[src/rtl/alu_funct_pkg.sv]
`timescale 1ns/1ps
package alu_funct_pkg;
   localparam int FUNCT_W = 6;

   typedef enum logic [FUNCT_W-1:0] {
      FN_ADD = 6'b100000,
      FN_SUB = 6'b100010,
      FN_MUL = 6'b100100,
      FN_DIV = 6'b100101,
      FN_AND = 6'b101000,
      FN_OR  = 6'b101001,
      FN_SLT = 6'b110100,
      FN_SHL = 6'b111000,
      FN_SHR = 6'b111001
   } funct_e;

   function automatic logic funct_known(logic [FUNCT_W-1:0] f);
      case (f)
         FN_ADD, FN_SUB, FN_MUL, FN_DIV, FN_AND,
         FN_OR, FN_SLT, FN_SHL, FN_SHR: funct_known = 1'b1;
         default:                       funct_known = 1'b0;
      endcase
   endfunction
endpackage

[src/rtl/alu_addsub.sv]
`timescale 1ns/1ps
module alu_addsub #(
   parameter int WIDTH = 32
) (
   input  logic [WIDTH-1:0] a,
   input  logic [WIDTH-1:0] b,
   input  logic             sub,
   output logic [WIDTH-1:0] sum,
   output logic             less
);
   logic [WIDTH-1:0] b_eff;
   logic [WIDTH-1:0] cin;

   assign b_eff = b ^ {WIDTH{sub}};
   assign cin   = {{(WIDTH-1){1'b0}}, sub};
   assign sum   = a + b_eff + cin;

   // Signed compare: when the signs differ the negative operand is smaller;
   // otherwise the difference cannot overflow and its sign decides.
   assign less  = (a[WIDTH-1] != b[WIDTH-1]) ? a[WIDTH-1] : sum[WIDTH-1];
endmodule

[src/rtl/alu_muldiv.sv]
`timescale 1ns/1ps
module alu_muldiv #(
   parameter int WIDTH     = 32,
   parameter bit DIV_ARRAY = 1'b1
) (
   input  logic [WIDTH-1:0] a,
   input  logic [WIDTH-1:0] b,
   output logic [WIDTH-1:0] prod,
   output logic [WIDTH-1:0] quot
);
   logic             a_neg, b_neg, b_zero;
   logic [WIDTH-1:0] a_mag, b_mag, q_mag;

   assign prod   = a * b;

   assign a_neg  = a[WIDTH-1];
   assign b_neg  = b[WIDTH-1];
   assign b_zero = (b == '0);
   assign a_mag  = a_neg ? (~a + 1'b1) : a;
   assign b_mag  = b_neg ? (~b + 1'b1) : b;

   generate
      if (DIV_ARRAY) begin : g_div_array
         always_comb begin
            logic [WIDTH:0] rem;
            rem   = '0;
            q_mag = '0;
            for (int i = WIDTH - 1; i >= 0; i--) begin
               rem = {rem[WIDTH-1:0], a_mag[i]};
               if (rem >= {1'b0, b_mag}) begin
                  rem      = rem - {1'b0, b_mag};
                  q_mag[i] = 1'b1;
               end
            end
         end
      end else begin : g_div_op
         assign q_mag = b_zero ? '0 : (a_mag / b_mag);
      end
   endgenerate

   always_comb begin
      if (b_zero)             quot = '1;
      else if (a_neg ^ b_neg) quot = ~q_mag + 1'b1;
      else                    quot = q_mag;
   end
endmodule

[src/rtl/alu_logic_shift.sv]
`timescale 1ns/1ps
module alu_logic_shift #(
   parameter int WIDTH = 32,
   localparam int SHW  = $clog2(WIDTH)
) (
   input  logic [WIDTH-1:0] a,
   input  logic [WIDTH-1:0] b,
   input  logic             left,
   output logic [WIDTH-1:0] and_r,
   output logic [WIDTH-1:0] or_r,
   output logic [WIDTH-1:0] shifted
);
   logic [WIDTH-1:0] a_rev, s_rev;
   logic [WIDTH-1:0] stage [SHW+1];
   logic [SHW-1:0]   amt;

   assign and_r = a & b;
   assign or_r  = a | b;
   assign amt   = b[SHW-1:0];

   genvar gi;
   generate
      for (gi = 0; gi < WIDTH; gi++) begin : g_rev
         assign a_rev[gi] = a[WIDTH-1-gi];
         assign s_rev[gi] = stage[SHW][WIDTH-1-gi];
      end
   endgenerate

   // One right-shift barrel serves both directions; left shifts run on the
   // bit-reversed operand and are reversed back.
   assign stage[0] = left ? a_rev : a;

   generate
      for (gi = 0; gi < SHW; gi++) begin : g_stage
         assign stage[gi+1] = amt[gi] ? (stage[gi] >> (1 << gi)) : stage[gi];
      end
   endgenerate

   assign shifted = left ? s_rev : stage[SHW];
endmodule

[src/rtl/alu_funct_core.sv]
`timescale 1ns/1ps
module alu_funct_core
   import alu_funct_pkg::*;
#(
   parameter int WIDTH     = 32,
   parameter bit DIV_ARRAY = 1'b1
) (
   input  logic [WIDTH-1:0]   a,
   input  logic [WIDTH-1:0]   b,
   input  logic [FUNCT_W-1:0] funct,
   output logic [WIDTH-1:0]   result,
   output logic               zero
);
   generate
      if (WIDTH < 8 || (WIDTH & (WIDTH - 1)) != 0) begin : g_bad_width
         $error("alu_funct_core: WIDTH must be a power of two of at least 8");
      end
   endgenerate

   logic [WIDTH-1:0] sum, prod, quot, and_r, or_r, shifted;
   logic             less, sub_sel, left_sel;

   assign sub_sel  = (funct == FN_SUB) || (funct == FN_SLT);
   assign left_sel = (funct == FN_SHL);

   alu_addsub #(.WIDTH(WIDTH)) u_addsub (
      .a(a), .b(b), .sub(sub_sel), .sum(sum), .less(less)
   );

   alu_muldiv #(.WIDTH(WIDTH), .DIV_ARRAY(DIV_ARRAY)) u_muldiv (
      .a(a), .b(b), .prod(prod), .quot(quot)
   );

   alu_logic_shift #(.WIDTH(WIDTH)) u_logic (
      .a(a), .b(b), .left(left_sel),
      .and_r(and_r), .or_r(or_r), .shifted(shifted)
   );

   always_comb begin
      case (funct)
         FN_ADD, FN_SUB: result = sum;
         FN_MUL:         result = prod;
         FN_DIV:         result = quot;
         FN_AND:         result = and_r;
         FN_OR:          result = or_r;
         FN_SLT:         result = {{(WIDTH-1){1'b0}}, less};
         FN_SHL, FN_SHR: result = shifted;
         default:        result = '0;
      endcase
   end

   assign zero = (result == '0);
endmodule

[config.mk]
export PLATFORM = sky130hd
export DESIGN_NAME = alu_funct_core
export DESIGN_NICKNAME = d
export VERILOG_FILES = /design/src/rtl/alu_funct_pkg.sv /design/src/rtl/alu_addsub.sv /design/src/rtl/alu_muldiv.sv /design/src/rtl/alu_logic_shift.sv /design/src/rtl/alu_funct_core.sv
export SDC_FILE = /design/constraint.sdc
export NUM_CORES = 2
export LEC_CHECK = 0
export BUFFER_PORTS_ARGS = -buffer_cell sky130_fd_sc_hd__buf_2
export CAP_MARGIN = 40
export CELL_PAD_IN_SITES_DETAIL_PLACEMENT = 1
export CELL_PAD_IN_SITES_GLOBAL_PLACEMENT = 2
export CORE_MARGIN = 2
export CORE_UTILIZATION = 35
export DETAILED_ROUTE_END_ITERATION = 12
export GPL_TIMING_DRIVEN = 0
export PLACE_DENSITY = 0.75
export SYNTH_ARGS = -nofsm -noshare
export SYNTH_HDL_FRONTEND = slang
export SYNTH_HIERARCHICAL = 1
export SYNTH_SLANG_ARGS = --single-unit
export TNS_END_PERCENT = 20
[constraint.sdc]
create_clock -name vclk -period 271.9
set_clock_uncertainty 0.15 [all_clocks]
set_input_delay 40.785 -clock vclk [all_inputs]
set_output_delay 40.785 -clock vclk [all_outputs]
set_load 0.05 [all_outputs]
==> results.json <==
{
  "maxSlewViolCount": 0,
  "first_global_vias": 91900,
  "dp_hpwl_mm": 353,
  "fin_setup_tns_ns": 0,
  "finalCriticalPeriod_ns": 258.24,
  "netlist_instances": 11300,
  "rows": 178,
  "vias": 89700,
  "area_growth_pct": 11.0,
  "port-buffer-count": 102,
  "startpoint_type": "input port",
  "ant_nets": 0,
  "wl_per_cell_um": 28.0,
  "core_sq_um": 235000,
  "gp_congestion": 1.00,
  "die_y_um": 491,
  "cpMostUsedCell": "o21ai_0",
  "flops_and_latches": 0,
  "ys_warn_count": 6,
  "relSlewSlack": 0.279,
  "period_share": 0.950,
  "grt_pass1_wl_mm": 607,
  "grt.total_usage": 0.329,
  "final_cell_mix": "1,193 x nand2_1, 1,151 x ha_1, 1,001 x inv_1",
  "grt_max_degree": 25,
  "overflow": 0,
  "drt-initial-drc-count": 6906,
  "critPathRequiredTime_ns": 230.97,
  "cp.arrival_ns": 217.31,
  "io_pins": 103,
  "maxCapViolCount": 0,
  "crit_slowest_cell": "or4_1",
  "setup_viol": 0,
  "nFillCells": 29400,
  "crit_path_end_kind": "primary output",
  "finalHoldViolCount": 0,
  "nClkBuffers": 0,
  "wl_mm": 415,
  "nets": 13300,
  "hp-class": "in -> out",
  "postSynthAreaPerCell_sq_um": 7.32,
  "crit_fanout": 18,
  "drc_errors": 0,
  "die_x_um": 491,
  "yosysUniqueCellTypes": 129,
  "area.sequential_sq_um": 0,
  "die_area_sq_um": 241000,
  "finish.utilization": 0.391,
  "via_per_inst": 6.05,
  "ys_seq_area_frac": 0,
  "antenna_found_initial": 16,
  "syn_area_sq_um": 83000,
  "worstSetupPathType": "in -> out",
  "initial_core_util": 0.353,
  "status": "finished, final reports clean",
  "fmax_mhz": 3.87,
  "final_common_cell": "nand2_1",
  "dr.pass1.iters": 5,
  "drive_gt1_frac": 0.121,
  "worst_pin_slew_ns": 1.08,
  "cpPeakStageDelay_ns": 0.68,
  "syn_nets": 13000
}
==> what timing repair did <==
| action | in CTS | in global routing |
|---|---|---|
| setup endpoints to repair | 33 | 33 |
| pin swaps | 5 | 25 |
| gates resized for setup | 103 | 331 |
| hold buffers | 0 | 0 |
| setup buffers | 8 | 54 |
==> final cells by class <==
type | instances | area (sq um) | area share
Tap cell | 3150 | 3940 | 0.0428
Inverter | 1011 | 3810 | 0.0414
Antenna cell | 2 | 5.00 | 0.0000543
Multi-Input combinational cell | 9908 | 78800 | 0.855
Buffer | 401 | 1930 | 0.0209
Timing Repair Buffer | 348 | 3660 | 0.0397
==> cell usage after synthesis (68+ instances only) <==
| master | n | area [sq um] |
|---|---|---|
| o21bai_1 | 125 | 938 |
| nand2b_1 | 117 | 732 |
| o21ai_0 | 732 | 3660 |
| or3_1 | 69 | 432 |
| a211oi_1 | 78 | 586 |
| o21a_1 | 111 | 833 |
| ha_1 | 1151 | 14400 |
| fa_1 | 439 | 8790 |
| a21o_1 | 335 | 2510 |
| a21oi_1 | 785 | 3930 |
| mux2_2 | 562 | 6330 |
| nor2_1 | 794 | 2980 |
| nand3_1 | 212 | 1060 |
| a21boi_0 | 191 | 1430 |
| and2_1 | 266 | 1660 |
| clkbuf_1 | 267 | 1000 |
| o31ai_1 | 70 | 526 |
| inv_1 | 1004 | 3770 |
| and3_1 | 68 | 425 |
| nor3_1 | 157 | 786 |
| nand4_1 | 186 | 1160 |
| xnor2_1 | 584 | 5110 |
| mux2i_1 | 275 | 2750 |
| nor2b_1 | 127 | 795 |
| nand2_1 | 1200 | 4500 |
| xor2_1 | 299 | 2620 |
| a31oi_1 | 93 | 582 |
==> cells by family (layout without fill, tap and decap cells) <==
logic type      after synthesis  in the layout  share of synthesized area
other cells                   0              2                          0
mux                         883            883                      0.120
buf+inv                    1423           1760                     0.0668
xor+xnor                    884            884                     0.0934
compound gates             3061           3061                      0.238
simple gates               3489           3489                      0.202
fa+ha+maj                  1591           1591                      0.280
==> routing by layer <==
| metal | part of all wire | vias to the layer above | GRT usage |
|---|---|---|---|
| met5 | 0.000065 | - | 0 |
| met4 | 0.052 | 4 | 0.140 |
| met3 | 0.056 | 701 | 0.0284 |
| met2 | 0.46 | 2807 | 0.551 |
| met1 | 0.43 | 45100 | 0.431 |
| li1 | - | 41100 | - |
==> per-stage QoR <==
stage	hold slack, ns	instances	setup WS (ns)	area [sq um]
finish	82.11	14800	13.66	92100
global route	82.12	14800	-0.336	92100
CTS	82.07	14800	0.00611	90800
detailed placement	82.07	14800	-16.44	90500
global placement	82.11	14600	-24.16	87400
floorplan	81.82	11300	36.32	83000
==> worst max-delay path: cells and delay by family <==
family | cells | cell delay, ns
mux | 38 | 12.49
simple gates | 140 | 26.17
fa+ha+maj | 41 | 13.94
xor+xnor | 1 | 0.33
buf+inv | 100 | 25.28
compound gates | 713 | 146.30
==> path summary, 6_finish.rpt <==
| check | depth (start not counted) | slack (ns) | to | from |
|---|---|---|---|---|
| worst max-delay path | 1033 | 13.66 | zero | a[8] |
| worst min-delay path | 5 | 82.11 | result[0] | funct[1] |
